## config.mk

```make
export PLATFORM = sky130hd
export DESIGN_NAME = br_delay_unit
export DESIGN_NICKNAME = d
export VERILOG_FILES = /design/src/rtl/br_pkg.sv /design/src/rtl/br_cond_decode.sv /design/src/rtl/br_cond_eval.sv /design/src/rtl/br_target.sv /design/src/rtl/br_delay_unit.sv
export SDC_FILE = /design/constraint.sdc
export NUM_CORES = 1
export LEC_CHECK = 0
export ABC_AREA = 1
export BUFFER_PORTS_ARGS = -buffer_cell sky130_fd_sc_hd__buf_2
export CELL_PAD_IN_SITES_DETAIL_PLACEMENT = 1
export CELL_PAD_IN_SITES_GLOBAL_PLACEMENT = 2
export CORE_MARGIN = 2
export CORE_UTILIZATION = 28
export DETAILED_ROUTE_END_ITERATION = 12
export HOLD_SLACK_MARGIN = 0.08
export PLACE_DENSITY = 0.87
export REMOVE_ABC_BUFFERS = 1
export SYNTH_ARGS = -nofsm -noshare
export SYNTH_HDL_FRONTEND = slang
export SYNTH_SLANG_ARGS = --single-unit
```

## constraint.sdc

```tcl
create_clock -name clk -period 1.8 [get_ports clk]
set_input_delay 0.09 -clock clk [delete_from_list [all_inputs] [get_ports clk]]
set_output_delay 0.09 -clock clk [all_outputs]
set_load 0.02 [all_outputs]
```

## src/rtl/br_pkg.sv

```systemverilog
package br_pkg;
   typedef enum logic [3:0] {
      CND_ALWAYS, CND_LT, CND_GE, CND_NE, CND_EQ, CND_PL,
      CND_MI, CND_CC, CND_CS, CND_VC, CND_VS, CND_NONE
   } br_cond_e;

   localparam int unsigned BR_FIRST_OPC = 5;
   localparam int unsigned BR_COUNT     = 11;
endpackage

```

## src/rtl/br_cond_decode.sv

```systemverilog
module br_cond_decode import br_pkg::*; #(
   parameter int unsigned OP_W = 8
) (
   input  logic [OP_W-1:0] opcode,
   output br_cond_e        cond,
   output logic            is_branch
);
   localparam logic [OP_W-1:0] FIRST = OP_W'(BR_FIRST_OPC);
   localparam logic [OP_W-1:0] LAST  = OP_W'(BR_FIRST_OPC + BR_COUNT - 1);

   logic [OP_W-1:0] rel;

   always_comb begin
      rel       = opcode - FIRST;
      is_branch = (opcode >= FIRST) && (opcode <= LAST);
      cond      = CND_NONE;
      if (is_branch) begin
         case (rel[3:0])
            4'd0:    cond = CND_ALWAYS;
            4'd1:    cond = CND_LT;
            4'd2:    cond = CND_GE;
            4'd3:    cond = CND_NE;
            4'd4:    cond = CND_EQ;
            4'd5:    cond = CND_PL;
            4'd6:    cond = CND_MI;
            4'd7:    cond = CND_CC;
            4'd8:    cond = CND_CS;
            4'd9:    cond = CND_VC;
            4'd10:   cond = CND_VS;
            default: cond = CND_NONE;
         endcase
      end
   end
endmodule

```

## src/rtl/br_cond_eval.sv

```systemverilog
module br_cond_eval import br_pkg::*; #(
   parameter int unsigned DATA_W = 16
) (
   input  br_cond_e          cond,
   input  logic [DATA_W-1:0] result,
   input  logic              carry,
   input  logic              ovf,
   output logic              pass
);
   logic sgn, zro;

   always_comb begin
      sgn = result[DATA_W-1];
      zro = ~|result;
      case (cond)
         CND_ALWAYS: pass = 1'b1;
         CND_LT:     pass = sgn ^ ovf;
         CND_GE:     pass = ~(sgn ^ ovf);
         CND_NE:     pass = ~zro;
         CND_EQ:     pass = zro;
         CND_PL:     pass = ~sgn;
         CND_MI:     pass = sgn;
         CND_CC:     pass = ~carry;
         CND_CS:     pass = carry;
         CND_VC:     pass = ~ovf;
         CND_VS:     pass = ovf;
         default:    pass = 1'b0;
      endcase
   end
endmodule

```

## src/rtl/br_target.sv

```systemverilog
module br_target #(
   parameter int unsigned ADDR_W = 16,
   parameter int unsigned OFF_W  = 8
) (
   input  logic [ADDR_W-1:0] pc_off,
   input  logic [OFF_W-1:0]  disp,
   output logic [ADDR_W-1:0] slot_addr,
   output logic [ADDR_W-1:0] jump_addr,
   output logic [ADDR_W-1:0] fall_addr
);
   logic [ADDR_W-1:0] disp_ext;

   generate
      if (OFF_W == ADDR_W) begin : g_full
         assign disp_ext = disp;
      end else begin : g_sext
         assign disp_ext = {{(ADDR_W-OFF_W){disp[OFF_W-1]}}, disp};
      end
   endgenerate

   assign slot_addr = pc_off + ADDR_W'(1);
   assign jump_addr = slot_addr + disp_ext;
   assign fall_addr = slot_addr + ADDR_W'(1);
endmodule

```

## src/rtl/br_delay_unit.sv

```systemverilog
module br_delay_unit import br_pkg::*; #(
   parameter int unsigned ADDR_W = 16,
   parameter int unsigned DATA_W = 16,
   parameter int unsigned OFF_W  = 8,
   parameter int unsigned OP_W   = 8
) (
   input  logic              clk,
   input  logic              rst_n,
   input  logic              issue_valid,
   input  logic [OP_W-1:0]   opcode,
   input  logic [OFF_W-1:0]  offset_byte,
   input  logic [ADDR_W-1:0] pc_off,
   input  logic [DATA_W-1:0] last_result,
   input  logic              carry_flag,
   input  logic              ovf_flag,
   output logic              br_resolved,
   output logic              br_taken,
   output logic [ADDR_W-1:0] next_pc,
   output logic [ADDR_W-1:0] slot_pc
);
   generate
      if (OFF_W > ADDR_W) begin : g_bad_off
         $error("displacement wider than address");
      end
      if (OP_W < 4) begin : g_bad_op
         $error("opcode too narrow for branch range");
      end
      if (DATA_W < 2) begin : g_bad_data
         $error("result width too small");
      end
   endgenerate

   br_cond_e          cond;
   logic              is_br, pass;
   logic [ADDR_W-1:0] slot_a, jump_a, fall_a;

   br_cond_decode #(.OP_W(OP_W)) i_dec (
      .opcode(opcode), .cond(cond), .is_branch(is_br));

   br_cond_eval #(.DATA_W(DATA_W)) i_eval (
      .cond(cond), .result(last_result), .carry(carry_flag),
      .ovf(ovf_flag), .pass(pass));

   br_target #(.ADDR_W(ADDR_W), .OFF_W(OFF_W)) i_tgt (
      .pc_off(pc_off), .disp(offset_byte), .slot_addr(slot_a),
      .jump_addr(jump_a), .fall_addr(fall_a));

   always_ff @(posedge clk or negedge rst_n) begin
      if (!rst_n) begin
         br_resolved <= 1'b0;
         br_taken    <= 1'b0;
         next_pc     <= '0;
         slot_pc     <= '0;
      end else if (issue_valid && is_br) begin
         br_resolved <= 1'b1;
         br_taken    <= pass;
         next_pc     <= pass ? jump_a : fall_a;
         slot_pc     <= slot_a;
      end else begin
         br_resolved <= 1'b0;
         br_taken    <= 1'b0;
      end
   end
endmodule

```

# Word level (Yosys, flattened, before mapping)
# Memory sizes are Yosys's and may differ from the RTL's.
# Cells that the tools add are included.
totals:
  ff_bits: 34
  latch_bits: 0
  ram_bits: 0
  romBits: 64
  inputBits: 53
  output_inout_bits: 34
  elab_cells: 36
  mem_count: 1
memory_table:
  columns: ["memory", "words", "word_bits", "rd", "rd_ports_with_merged_regs", "write_ports", "line", "text"]
  rows:
  - ["(no name shown)", 16, 4, 1, 0, 0, "br_cond_decode.sv:18", "case (rel[3:0])"]
op_classes:
  add_sub_neg: 4
  n_mul: 0
  div: 0
  order_cmp: 2
  n_eq_ne: 10
  shifts: 0
  mux: 5
  bitwise: 5
  reduce_logical: 5
op_table:
  columns: ["cell", "count"]
  rows:
  - ["$add 16x1->16 const B", 2]
  - ["$add 16x16->16", 1]
  - ["$eq 4x3->1 const B", 4]
  - ["$mux 16", 1]
  - ["$reduce_or 16->1", 1]
  - ["$eq 4x4->1 const B", 3]
  - ["$pmux 1 s11", 1]
  - ["$eq 4x2->1 const B", 2]
  - ["$ge 8x3->1 const B", 1]
  - ["$le 8x4->1 const B", 1]
  - ["$eq 4x1->1 const B", 1]
  - ["$logic_not 4->1", 1]
  - ["$mux 4", 1]
  - ["$not 1->1", 4]
  - ["$sub 4x3->4 const B", 1]
  - ["$logic_and 1x1->1", 2]
  - ["$mux 1", 2]
  - ["$logic_not 1->1", 1]
  - ["$xor 1x1->1", 1]

# Longest topological paths before layout
# Gate-level depths: netlist of the first run.
logic_depth:
  ltp_word: 6
  mapped_depth: 28
  mapped_depth_nobuf: 28

# Cells and area by module
# From an unflattened synthesis of the first run, not the netlist that was laid out.
unflattened:
  hier_cells: 580
  area_unflattened_um2: 3653.5
by_module_without_submodules:
  columns: ["mod", "instances", "cells_each", "area_each_um2", "seq_area_each_um2"]
  rows:
  - ["br_target", 1, 304, 1740.4, 0.0]
  - ["br_delay_unit", 1, 191, 1519.0, 850.8]
  - ["br_cond_eval", 1, 54, 234.0, 0.0]
  - ["br_cond_decode", 1, 31, 160.2, 0.0]

# Worst setup path before layout of the first run
# OpenSTA, ideal clock, no wires.
synth_timing:
  path_type: "input to register"
  startpoint: "input port opcode[1]"
  endpoint: "register next_pc[12]"
  setup_time_ns: 0.129
  t_arrival_ns: 2.792
  required_time_ns: 1.671
  path_slack_ns: -1.121
  stages: 26
  n_path_buf: 0
  path_cell_list: "inv_1 ha_1 inv_1 nand2_2 nand2_2 clkinv_2 nand3_2 nand3_1 nand2_1 nand2_1 nand3_1 nand3_4 nand2_2 or2_1 ha_1 inv_1 fa_1 inv_1 nand3_1 a21oi_1 nor2_1 o21ai_1 a21boi_1 o21ai_1 xor2_1 o21ai_1"
synth_via:
  elab_chain_len: 6
  word_cells_on_any_way: 20
  cone_classes: "add/sub: 1; order compare: 2; eq/ne: 10; mux: 3; reduce/logical: 3; memory: 1"
synth_lines:
  columns: ["element", "line", "text"]
  rows:
  - ["from (decl)", "br_delay_unit.sv:10", "input logic [OP_W-1:0] opcode,"]
  - ["$sub 4x3->4, or another cell as far along", "br_cond_decode.sv:14", "rel = opcode - FIRST;"]
  - ["$mem_v2 16x4 / $logic_and 1x1->1 (equally long branches)", null, null]
  - ["$mux 4", "br_cond_decode.sv:17", "if (is_branch) begin"]
  - ["$eq 4x4->1, or another cell as far along", "br_cond_eval.sv:15", "case (cond)"]
  - ["$pmux 1 s11", "br_cond_eval.sv:15", null]
  - ["$mux 16", "br_delay_unit.sv:57", "next_pc <= pass ? jump_a : fall_a;"]
  - ["to (signal assigned)", "br_delay_unit.sv:57", null]
  - ["to (decl)", "br_delay_unit.sv:18", "output logic [ADDR_W-1:0] next_pc,"]
# Several ways; a longest one is shown, not always the timed one.
# A chain may end at the register's enable or synchronous reset.

# Final worst setup path of the first run
layout_timing:
  startpoint: "input port opcode[0]"
  endpoint: "register next_pc[13]"
# The elaborated chain is that of the path after synthesis.

==> flow_metrics.tcl, run 1 <==
set metrics [dict create \
    status "finished with violations" \
    failed_checks "negative setup slack" \
    critPathRequiredTime_ns 2.00 \
    grt.busiest_layer "met2" \
    grt_pass1_vias 3273 \
    num_antenna_cells 0 \
    clkPwrFrac_pct 21.6 \
    row_count 35 \
    detail_route.first_pass.iterations 4 \
    crit_path_top_delay_cell "sky130_fd_sc_hd__ha_1" \
    seqPwrFrac_pct 35.5 \
    cts-root-buf "sky130_fd_sc_hd__clkbuf_8" \
    setup_repair_after_global_routing_missed_its_margin "yes" \
    cp.arrival_ns 3.00 \
    cp-start-kind "input port" \
    crit_path_max_incr_delay_ns 0.28 \
    synth_adder_area_share_pct 9.20 \
    clock_transition_at_the_registers_of_the_reported_paths_ns 0.08 \
    place_ws_ns -1.52 \
    maximum_fanout_along_the_worst_path 7 \
    synth.yosys.warnings 0 \
    vdd.ir_drop.worst_uv 286 \
    synth_top_family_by_area "simple AND/OR/NAND/NOR gates" \
    power_switching_share_pct 39.3 \
    power.net_switching_w 0.00113 \
    fin_nets 623 \
    htree_num_levels 2 \
    regToRegSetupSlack_ns 1.06 \
    rr_endpoint "slot_pc[0]$_DFFE_PN0P_" \
    detailedPlacementHpwl_microns 7400 \
    groute.layer.met3.usage_pct 2.55 \
    period_minus_slack_ns 2.80 \
    power_density_mw_per_mm2 628 \
    finalSetupViolCount 15 \
    min_to "br_taken$_DFF_PN0_" \
    globalRouteOverflowTotal 0 \
    area_growth_pct 71.0 \
    pin_count 87 \
    postRouteAntennaNets 0 \
    clock_skew_ns 0 \
    regToRegStartpoint "slot_pc[0]$_DFFE_PN0P_" \
    timing.setup.critical_path_class "in -> reg" \
    postSynthRegisterBits 34 \
    multi_input_area_sq_mm 0.00206 \
    post_synth_and_or_nand_nor_area_fraction_pct 32.0 \
    antenna_violations_before_repair 0 \
    die_boundary_height_microns 102 \
    numCtsBuffers 5 \
    use_met1_pct 21.8 \
    start_util_pct 28.9 \
    dominantRegCellSynth "sky130_fd_sc_hd__dfrtp_1" \
    cell_internal_power_w 0.00174 \
    hold_class "in -> reg" \
    timing_worst_slew_pin_value_ns 0.825 \
    comb_power_share_pct 42.8 \
    clkSinkCount 34 \
    grt.total_usage_pct 18.9 \
    port_buffers 86 \
    fillers 1152 \
    reg_area_sq_um 851 \
    maxSlewHeadroom_pct 45.0 \
    detailedRoute.firstIterationViolations 71 \
    max_freq_mhz 357 \
    globalRouteMet2Util_pct 36.2 \
    layout.core_utilization_pct 49.4 \
    drv_cap 0 \
    drc_errors 0 \
    timing_max_transition_violations_final 0 \
    chipWidth_microns 102 \
    worst_hold_startpoint "issue_valid" \
    crit_family "simple AND/OR/NAND/NOR gates" \
    grt_max_degree 35 \
    synth_edf_count 0 \
    synthDistinctLibCells 39 \
    end_kind "flip-flop" \
    die-area_sq_mm 0.0103 \
    route.detailed.wl_per_inst_microns 16.8 \
    post_synth_inst_count 372 \
    via_total_after_detailed_routing 3198 \
    ctsLongestPathBuffers 2 \
    synth_compound_area_share_pct 11.9 \
    layout_setup_ws_ns -1.00 \
    p_leak_nw 2.39 \
    postSynth.asyncResetShare_pct 100 \
    design.core.area_sq_mm 0.00924 \
    syn-cell-area_sq_mm 0.00267 \
    crit_top_cell "sky130_fd_sc_hd__nand2_2" \
    layout-drive-gt1-share_pct 53.1 \
    worst_hold_path.num_cells 3 \
    grt_pass1_wl_microns 15500 \
    syn_avg_cell_area_sq_um 7.17 \
    post_synthesis_sequential_area_ratio_pct 31.9 \
    drt_via_density 4.70 \
    cts_tree "yes" \
    clock_latency_ns 0.29 \
    worst-r2r-cell-count 2 \
    synthMuxAreaShare_pct 0 \
    final_min_period_over_clock_period_pct 156 \
    wirelength_microns 11400 \
    timing.final.hold_violations 0 \
    gpl.final_weighted_congestion 0.855 \
    critical_path_buf_inv_count 9 \
    hold_slack_ns 0.134 \
    synth-xor-area-share_pct 6.52 \
]
## cell type report
type / count / share of cell area, %
well taps: 129 / 3.54
repair buffers: 178 / 25.7
multi-input cells: 279 / 45.2
clock buffers: 7 / 1.89
clock inverters: 1 / 0.110
inverters: 53 / 4.91
flip-flops and latches: 34 / 18.7
## synthesized netlist by cell type, types with 2 or more instances
cell type,n,share of area [%]
sky130_fd_sc_hd__inv_1,43,6.1
sky130_fd_sc_hd__o21ai_1,5,0.94
sky130_fd_sc_hd__dfrtp_1,34,32
sky130_fd_sc_hd__nand3_2,7,2.6
sky130_fd_sc_hd__nor2_4,2,0.84
sky130_fd_sc_hd__o31ai_1,2,0.56
sky130_fd_sc_hd__nand4_1,6,1.4
sky130_fd_sc_hd__nand2_2,8,1.9
sky130_fd_sc_hd__or2_2,2,0.47
sky130_fd_sc_hd__nand3_1,16,3.0
sky130_fd_sc_hd__inv_2,7,0.99
sky130_fd_sc_hd__clkbuf_1,4,0.56
sky130_fd_sc_hd__buf_2,2,0.38
sky130_fd_sc_hd__clkinv_1,2,0.28
sky130_fd_sc_hd__nor2_2,3,0.70
sky130_fd_sc_hd__a21o_1,2,0.56
sky130_fd_sc_hd__nor3_1,2,0.38
sky130_fd_sc_hd__a21oi_1,17,3.2
sky130_fd_sc_hd__ha_1,18,8.4
sky130_fd_sc_hd__xnor2_1,4,1.3
sky130_fd_sc_hd__nand2_1,103,15
sky130_fd_sc_hd__o21ai_0,26,4.9
sky130_fd_sc_hd__xor2_1,14,4.6
sky130_fd_sc_hd__nor2_1,28,3.9
## stage by stage
| stage | setup TNS, ns | power, W | cell area [sq um] | instances |
|---|---|---|---|---|
| floorplan | -10.09 | 0.00157 | 2640 | 366 |
| global placement | -14.89 | 0.00203 | 3820 | 658 |
| detailed placement | -18.66 | 0.00207 | 3820 | 658 |
| CTS | -9.63 | 0.00274 | 4140 | 673 |
| global route | -13.49 | 0.00301 | 4560 | 681 |
| finish | -11.25 | 0.00286 | 4560 | 681 |
## cell families after synthesis
family | after synthesis
xor+xnor | 19
simple gates | 183
flops | 34
fa+ha+maj | 19
buf+inv | 59
compound gates | 58
## registers in the layout (all words and copies together) (netlist names)
register     count
slot_pc         16
next_pc         16
br_taken         1
br_resolved      1
## power by group through the flow
stage | Sequential (W) | Clock, W | Combinational [W]
after floorplan | 0.00124 | 0 | 0.000329
after global placement | 0.00102 | 0 | 0.00100
after detailed placement | 0.00103 | 0 | 0.00104
after CTS | 0.00102 | 0.000623 | 0.00110
after global routing | 0.00104 | 0.000646 | 0.00132
final | 0.00102 | 0.000620 | 0.00123
## routing by layer
layer / routed length [microns] / part of all wire [%]
met2: 6400 / 56
met1: 4530 / 40
met4: 199 / 1.7
met3: 312 / 2.7
met5: 0 / 0
## worst register-to-register path, cell delays in order, from the launching register on
cell and delay [ns]:
sky130_fd_sc_hd__dfrtp_1 0.39, sky130_fd_sc_hd__nand2_1 0.08, sky130_fd_sc_hd__o21ai_0 0.13
## worst max-delay path by stage
stage               from                       to  slack, ns  cells past startpoint
3_5_place_dp   opcode[1]  next_pc[12]$_DFFE_PN0P_      -1.52                     28
3_3_place_gp   opcode[0]  next_pc[12]$_DFFE_PN0P_      -1.24                     27
5_1_grt        opcode[0]  next_pc[13]$_DFFE_PN0P_      -1.16                     27
2_1_floorplan  opcode[1]  next_pc[12]$_DFFE_PN0P_      -1.14                     26
4_1_cts        opcode[1]  next_pc[12]$_DFFE_PN0P_      -0.96                     27
6_report       opcode[0]  next_pc[13]$_DFFE_PN0P_      -1.00                     28
## cell usage in the layout, fill, tap and decap left out, types with 2 or more instances in the layout
| cell | synthesis | layout |
|---|---|---|
| sky130_fd_sc_hd__nor2_4 | 2 | 3 |
| sky130_fd_sc_hd__xor2_1 | 14 | 10 |
| sky130_fd_sc_hd__o21ai_0 | 26 | 19 |
| sky130_fd_sc_hd__dlygate4sd3_1 | 0 | 2 |
| sky130_fd_sc_hd__nand4_1 | 6 | 6 |
| sky130_fd_sc_hd__a21oi_1 | 17 | 2 |
| sky130_fd_sc_hd__a21oi_2 | 0 | 11 |
| sky130_fd_sc_hd__nand2_2 | 8 | 14 |
| sky130_fd_sc_hd__buf_8 | 0 | 2 |
| sky130_fd_sc_hd__inv_2 | 7 | 10 |
| sky130_fd_sc_hd__nand3_4 | 1 | 4 |
| sky130_fd_sc_hd__nor2_2 | 3 | 9 |
| sky130_fd_sc_hd__clkinv_1 | 2 | 2 |
| sky130_fd_sc_hd__buf_6 | 0 | 3 |
| sky130_fd_sc_hd__ha_4 | 0 | 11 |
| sky130_fd_sc_hd__inv_1 | 43 | 36 |
| sky130_fd_sc_hd__o21ai_1 | 5 | 6 |
| sky130_fd_sc_hd__o21ai_2 | 0 | 5 |
| sky130_fd_sc_hd__xor2_2 | 0 | 4 |
| sky130_fd_sc_hd__a21oi_4 | 0 | 4 |
| sky130_fd_sc_hd__inv_6 | 0 | 2 |
| sky130_fd_sc_hd__nand3_2 | 7 | 11 |
| sky130_fd_sc_hd__a21o_1 | 2 | 2 |
| sky130_fd_sc_hd__dfrtp_1 | 34 | 34 |
| sky130_fd_sc_hd__nand3_1 | 16 | 9 |
| sky130_fd_sc_hd__xnor2_1 | 4 | 4 |
| sky130_fd_sc_hd__nand2_4 | 0 | 7 |
| sky130_fd_sc_hd__ha_1 | 18 | 6 |
| sky130_fd_sc_hd__nor2_1 | 28 | 21 |
| sky130_fd_sc_hd__buf_4 | 0 | 86 |
| sky130_fd_sc_hd__clkbuf_8 | 0 | 6 |
| sky130_fd_sc_hd__nand2_1 | 103 | 90 |
| sky130_fd_sc_hd__buf_2 | 2 | 84 |
## repair_timing
item                       in CTS  in global routing
setup buffers                   5                  8
hold buffers                    2                  0
hold endpoints to repair       35                  0
pin swaps                      26                 39
setup endpoints to repair      16                 15
gates resized for setup        50                 74
Power figures use the tool's default switching activity.
==> run 2: changes to the inputs <==
BUFFER_PORTS_ARGS = not set   (was -buffer_cell sky130_fd_sc_hd__buf_2)
CORE_MARGIN = not set   (was 2)
DONT_BUFFER_PORTS = 1   (was not set)
PLACE_DENSITY = 0.72   (was 0.87)
RECOVER_POWER = 50   (was not set)
==> flow_metrics.tcl, run 2 (same netlist as run 1, synthesis figures left out) <==
set metrics [dict create \
    status "finished with violations" \
    failed_checks "negative setup slack" \
    cts_tree "yes" \
    final_cell_mix "sky130_fd_sc_hd__nand2_1, sky130_fd_sc_hd__buf_4, sky130_fd_sc_hd__inv_1, sky130_fd_sc_hd__dfrtp_1, sky130_fd_sc_hd__nor2_1" \
    ctsLongestPathBuffers 2 \
    period_minus_slack_ns 2.58 \
    reg_top3 "next_pc x16, slot_pc x16" \
    num_antenna_cells 0 \
    worst_hold_startpoint "offset_byte[7]" \
    cp-start-kind "input port" \
    timing_worst_slew_pin_value_ns 0.914 \
    power.net_switching_w 0.00102 \
    clock_transition_at_the_registers_of_the_reported_paths_ns 0.07 \
    grt.busiest_layer "met2" \
    layout-drive-gt1-share_pct 44.6 \
    die_boundary_height_microns 99.6 \
    clock_latency_ns 0.30 \
    pin_count 87 \
    start_util_pct 28.9 \
    drc_errors 0 \
    globalRouteMet2Util_pct 35.7 \
    postRouteAntennaNets 0 \
    layout.core_utilization_pct 45.6 \
    power_switching_share_pct 37.9 \
    maximum_fanout_along_the_worst_path 5 \
    max_freq_mhz 388 \
    vdd.ir_drop.worst_uv 301 \
    place_ws_ns -1.39 \
    placed_cells 568 \
    total_cell_area_at_the_placement_stage_sq_mm 0.00336 \
    groute.layer.met3.usage_pct 4.92 \
    cell_internal_power_w 0.00167 \
    worst_hold_path.num_cells 4 \
    comb_power_share_pct 27.1 \
    fillers 1106 \
    final_common_cell "sky130_fd_sc_hd__nand2_1" \
    critPathRequiredTime_ns 2.02 \
    min_to "next_pc[15]$_DFFE_PN0P_" \
    multi_input_area_sq_mm 0.00210 \
    drt_via_density 4.79 \
    detail_route.first_pass.iterations 4 \
    hold_class "in -> reg" \
    setup_repair_after_global_routing_missed_its_margin "yes" \
    grt_max_degree 38 \
    chipWidth_microns 99.6 \
    crit_path_start "opcode[0]" \
    fin_nets 540 \
    detailedRoute.firstIterationViolations 90 \
    detailedPlacementHpwl_microns 6870 \
    clock_skew_ns 0 \
    timing.final.hold_violations 0 \
    wirelength_microns 9760 \
    use_met1_pct 22.7 \
    cp.arrival_ns 2.81 \
    reg_area_sq_um 851 \
    clkSinkCount 34 \
    cts-root-buf "sky130_fd_sc_hd__clkbuf_8" \
    clkPwrFrac_pct 26.0 \
    grt_pass1_vias 3067 \
    grt_pass1_wl_microns 15300 \
    row_count 35 \
    globalRouteOverflowTotal 0 \
    die-area_sq_mm 0.00992 \
    port_buffers 0 \
    finalNonFillerCells 598 \
    area_growth_pct 57.9 \
    route.detailed.wl_per_inst_microns 16.3 \
    end_kind "flip-flop" \
    regToRegSetupSlack_ns 1.01 \
    maxSlewHeadroom_pct 39.1 \
    p_leak_nw 2.04 \
    power_density_mw_per_mm2 640 \
    worst-r2r-cell-count 2 \
    finish.instance_area_sq_mm 0.00421 \
    timing.setup.critical_path_class "in -> reg" \
    design.core.area_sq_mm 0.00924 \
    htree_num_levels 2 \
    grt.total_usage_pct 19.6 \
    power_w 0.00269 \
    antenna_violations_before_repair 0 \
    timing_max_transition_violations_final 0 \
    gpl.final_weighted_congestion 0.823 \
    rr_endpoint "slot_pc[4]$_DFFE_PN0P_" \
    layout_setup_ws_ns -0.781 \
    final_min_period_over_clock_period_pct 143 \
    numCtsBuffers 5 \
    regToRegStartpoint "slot_pc[4]$_DFFE_PN0P_" \
    via_total_after_detailed_routing 2862 \
    seqPwrFrac_pct 46.9 \
    drv_cap 0 \
    finalSetupViolCount 15 \
]
==> run 2: cell count changes in the layout (fill, tap and decap cells not counted), moves of 4 or more <==
cell                      delta
sky130_fd_sc_hd__buf_2      -84
sky130_fd_sc_hd__buf_4       -5
sky130_fd_sc_hd__nand2_1     +4
sky130_fd_sc_hd__o21ai_0     -8
sky130_fd_sc_hd__o21ai_1     +8
==> run 2: power groups by stage <==
stage,Clock (W),Sequential (W),Combinational [W]
2_1_floorplan,0,0.00124,0.000329
3_3_place_gp,0,0.00127,0.000507
3_5_place_dp,0,0.00128,0.000528
4_1_cts,0.000719,0.00127,0.000671
5_1_grt,0.000740,0.00128,0.000813
6_report,0.000699,0.00126,0.000730
==> run 2: critical path: stages <==
cell,delay (ns)
sky130_fd_sc_hd__inv_8,0.02
sky130_fd_sc_hd__ha_4,0.15
sky130_fd_sc_hd__inv_2,0.06
sky130_fd_sc_hd__nand2_4,0.06
sky130_fd_sc_hd__nand2_4,0.09
sky130_fd_sc_hd__clkinv_4,0.07
sky130_fd_sc_hd__nand3_4,0.09
sky130_fd_sc_hd__nand3_2,0.07
sky130_fd_sc_hd__nand2_1,0.07
sky130_fd_sc_hd__nand2_1,0.06
sky130_fd_sc_hd__nand3_2,0.07
sky130_fd_sc_hd__nand3_4,0.07
sky130_fd_sc_hd__nand2_4,0.08
sky130_fd_sc_hd__or2_1,0.10
sky130_fd_sc_hd__ha_2,0.17
sky130_fd_sc_hd__inv_2,0.04
sky130_fd_sc_hd__fa_2,0.41
sky130_fd_sc_hd__inv_2,0.08
sky130_fd_sc_hd__nand3_4,0.07
sky130_fd_sc_hd__a21oi_2,0.17
sky130_fd_sc_hd__nor2_2,0.06
sky130_fd_sc_hd__o21ai_2,0.15
sky130_fd_sc_hd__a21boi_2,0.09
sky130_fd_sc_hd__buf_4,0.15
sky130_fd_sc_hd__xor2_2,0.13
sky130_fd_sc_hd__o21ai_1,0.12
==> run 2: area by class of cell <==
| cell class | count | area share [%] |
|---|---|---|
| Inverter | 53 | 5.38 |
| Timing Repair Buffer | 95 | 18.2 |
| Multi-Input combinational cell | 279 | 49.8 |
| Tap cell | 129 | 3.83 |
| Clock buffer | 8 | 2.62 |
| Sequential cell | 34 | 20.2 |
==> run 2: stage by stage <==
| stage | hold slack (ns) | setup TNS, ns |
|---|---|---|
| floorplan | -0.206 | -10.09 |
| global placement | -0.205 | -14.28 |
| detailed placement | -0.205 | -16.75 |
| CTS | 0.0825 | -8.44 |
| global route | 0.115 | -11.03 |
| finish | 0.0927 | -8.66 |
==> run 2: worst max path at each step <==
| stage | to | cells past startpoint |
|---|---|---|
| after floorplan | next_pc[12]$_DFFE_PN0P_ | 26 |
| after global placement | next_pc[14]$_DFFE_PN0P_ | 23 |
| after detailed placement | next_pc[12]$_DFFE_PN0P_ | 26 |
| after CTS | next_pc[12]$_DFFE_PN0P_ | 26 |
| after global routing | next_pc[10]$_DFFE_PN0P_ | 27 |
| final | next_pc[10]$_DFFE_PN0P_ | 26 |
==> run 2: timing repair <==
item | in CTS | in global routing
hold buffers | 5 | 1
pin swaps | 41 | 29
endpoints found under the hold margin | 37 | 1
setup buffers | 13 | 3
gates resized for setup | 95 | 37
endpoints found under the setup margin | 15 | 15
==> run 2: per-layer routing <==
| layer | vias to the layer above | part of all wire (%) |
|---|---|---|
| met2 | 65 | 55 |
| met3 | 14 | 5.1 |
| met1 | 1404 | 38 |
| met4 | 0 | 1.5 |
| met5 | - | 0 |
| li1 | 1379 | - |
==> run 3: changes to the inputs <==
CELL_PAD_IN_SITES_DETAIL_PLACEMENT = not set   (was 1)
CELL_PAD_IN_SITES_GLOBAL_PLACEMENT = not set   (was 2)
PLACE_DENSITY = 0.46   (was 0.72)
==> flow_metrics.tcl, run 3 (same netlist as run 1, synthesis figures left out) <==
set metrics [dict create \
    timing_worst_slew_pin_value_ns 0.900 \
    clock_latency_ns 0.29 \
    die_boundary_height_microns 99.6 \
    finalNonFillerCells 596 \
    multi_input_area_sq_mm 0.00209 \
    ctsLongestPathBuffers 2 \
    num_antenna_cells 0 \
    place_ws_ns -1.24 \
    period_minus_slack_ns 2.51 \
    failed_checks "negative setup slack" \
    port_buffers 0 \
    globalRouteOverflowTotal 0 \
    design.core.area_sq_mm 0.00924 \
    critical_path_buf_inv_count 9 \
    p_leak_nw 2.05 \
    detailedPlacementHpwl_microns 5690 \
    grt_max_degree 39 \
    grt_pass1_wl_microns 13000 \
    finalSetupViolCount 15 \
    reg_top3 "next_pc x16, slot_pc x16" \
    crit_path_top_delay_cell "sky130_fd_sc_hd__ha_4" \
    pin_count 87 \
    timing_max_transition_violations_final 0 \
    via_total_after_detailed_routing 2672 \
    postRouteAntennaNets 0 \
    clkSinkCount 34 \
    crit_family "simple AND/OR/NAND/NOR gates" \
    row_count 35 \
    numCtsBuffers 5 \
    power_density_mw_per_mm2 630 \
    critical_path_cell_count 27 \
    cts_tree "yes" \
    hold_class "in -> reg" \
    status "finished with violations" \
    cp-start-kind "input port" \
    end_kind "flip-flop" \
    timing.setup.critical_path_class "in -> reg" \
    chipWidth_microns 99.6 \
    drv_cap 0 \
    clock_transition_at_the_registers_of_the_reported_paths_ns 0.07 \
    setup_repair_after_global_routing_missed_its_margin "yes" \
    grt_pass1_vias 2719 \
    detail_route.first_pass.iterations 4 \
    antenna_violations_before_repair 0 \
    area_growth_pct 58.0 \
    cp.arrival_ns 2.69 \
    timing.final.hold_violations 0 \
    cts-root-buf "sky130_fd_sc_hd__clkbuf_8" \
    final_min_period_over_clock_period_pct 139 \
    maxSlewHeadroom_pct 40.0 \
    cts-hold-fix-buffers 6 \
    htree_num_levels 2 \
    layout-drive-gt1-share_pct 45.4 \
    crit_path_max_incr_delay_ns 0.23 \
    gpl.final_weighted_congestion 0.864 \
    totalNegativeSetupSlack_ns -7.50 \
    vdd.ir_drop.worst_uv 271 \
    drt_via_density 4.48 \
    start_util_pct 28.9 \
    final_cell_mix "sky130_fd_sc_hd__nand2_1, sky130_fd_sc_hd__buf_4, sky130_fd_sc_hd__inv_1, sky130_fd_sc_hd__dfrtp_1, sky130_fd_sc_hd__nor2_1" \
    drc_errors 0 \
    max_freq_mhz 398 \
    clock_skew_ns 0 \
    fillers 893 \
    die-area_sq_mm 0.00992 \
    final_common_cell "sky130_fd_sc_hd__nand2_1" \
    layout_setup_ws_ns -0.711 \
    detailedRoute.firstIterationViolations 71 \
    critPathRequiredTime_ns 1.98 \
    reg_area_sq_um 851 \
    route.detailed.wl_per_inst_microns 13.3 \
    worst-r2r-cell-count 2 \
    grt.total_usage_pct 16.6 \
    placed_cells 565 \
    fin_nets 538 \
    wirelength_microns 7940 \
    maximum_fanout_along_the_worst_path 6 \
    worst_hold_path.num_cells 3 \
]
## run 3: changes by cell type in the layout (fill, tap and decap cells not counted), moves of 4 or more
cell                      previous run  this run
sky130_fd_sc_hd__nand2_1            94        90
sky130_fd_sc_hd__nand3_1             8         3
sky130_fd_sc_hd__buf_6               6        11
sky130_fd_sc_hd__nand3_2            12        17
sky130_fd_sc_hd__buf_4              81        74
## run 3: path summary, 6_finish.rpt
path	end	from	slack [ns]
min in group asynchronous	slot_pc[11]$_DFFE_PN0P_	rst_n	0.48
max reg2reg	slot_pc[15]$_DFFE_PN0P_	slot_pc[15]$_DFFE_PN0P_	1.04
min reg2reg	slot_pc[2]$_DFFE_PN0P_	slot_pc[2]$_DFFE_PN0P_	0.62
min	slot_pc[12]$_DFFE_PN0P_	pc_off[12]	0.06
max in group asynchronous	slot_pc[6]$_DFFE_PN0P_	rst_n	0.75
max	next_pc[14]$_DFFE_PN0P_	opcode[0]	-0.71
## run 3: layout make-up
| type | instances | share of cell area (%) |
|---|---|---|
| Clock buffer | 8 | 2.61 |
| Inverter | 53 | 5.40 |
| Multi-Input combinational cell | 279 | 49.6 |
| Sequential cell | 34 | 20.2 |
| Tap cell | 129 | 3.83 |
| Timing Repair Buffer | 93 | 18.4 |
## run 3: power by group
part,internal (W),total [W],switching (W)
logic,0.000354,0.000705,0.000352
registers,0.000929,0.00126,0.000332
clock network,0.000387,0.000690,0.000303
## run 3: stage by stage
stage | utilization [%] | cell area (sq um) | hold slack [ns] | total power (W)
after floorplan | - | 2640 | -0.206 | 0.00157
after global routing | 45.6 | 4210 | 0.0636 | 0.00282
final | 45.6 | 4210 | 0.0619 | 0.00266
after global placement | 36.2 | 3340 | -0.204 | 0.00178
after detailed placement | 36.2 | 3340 | -0.204 | 0.00179
after CTS | 43.2 | 3990 | 0.0525 | 0.00262
## run 3: timing repair
action,4_1_cts,5_1_grt
endpoints found under the hold margin,39,1
resized for setup,93,45
endpoints found under the setup margin,15,15
buffers inserted,10,7
pin swaps,41,48
## run 3: worst reg2reg max path: stages, from the launching register on
cell,delay (ns)
sky130_fd_sc_hd__dfrtp_1,0.47
sky130_fd_sc_hd__nand2_1,0.10
sky130_fd_sc_hd__o21ai_0,0.08
## run 3: metal layers
metal,share of wire (%),routed length (microns),track usage (%),up-vias
met5,0,0,0,-
met4,1.8,146,5.09,0
met3,5.1,406,4.08,12
met2,51,4080,29.4,60
met1,42,3310,19.7,1215
li1,-,-,-,1385
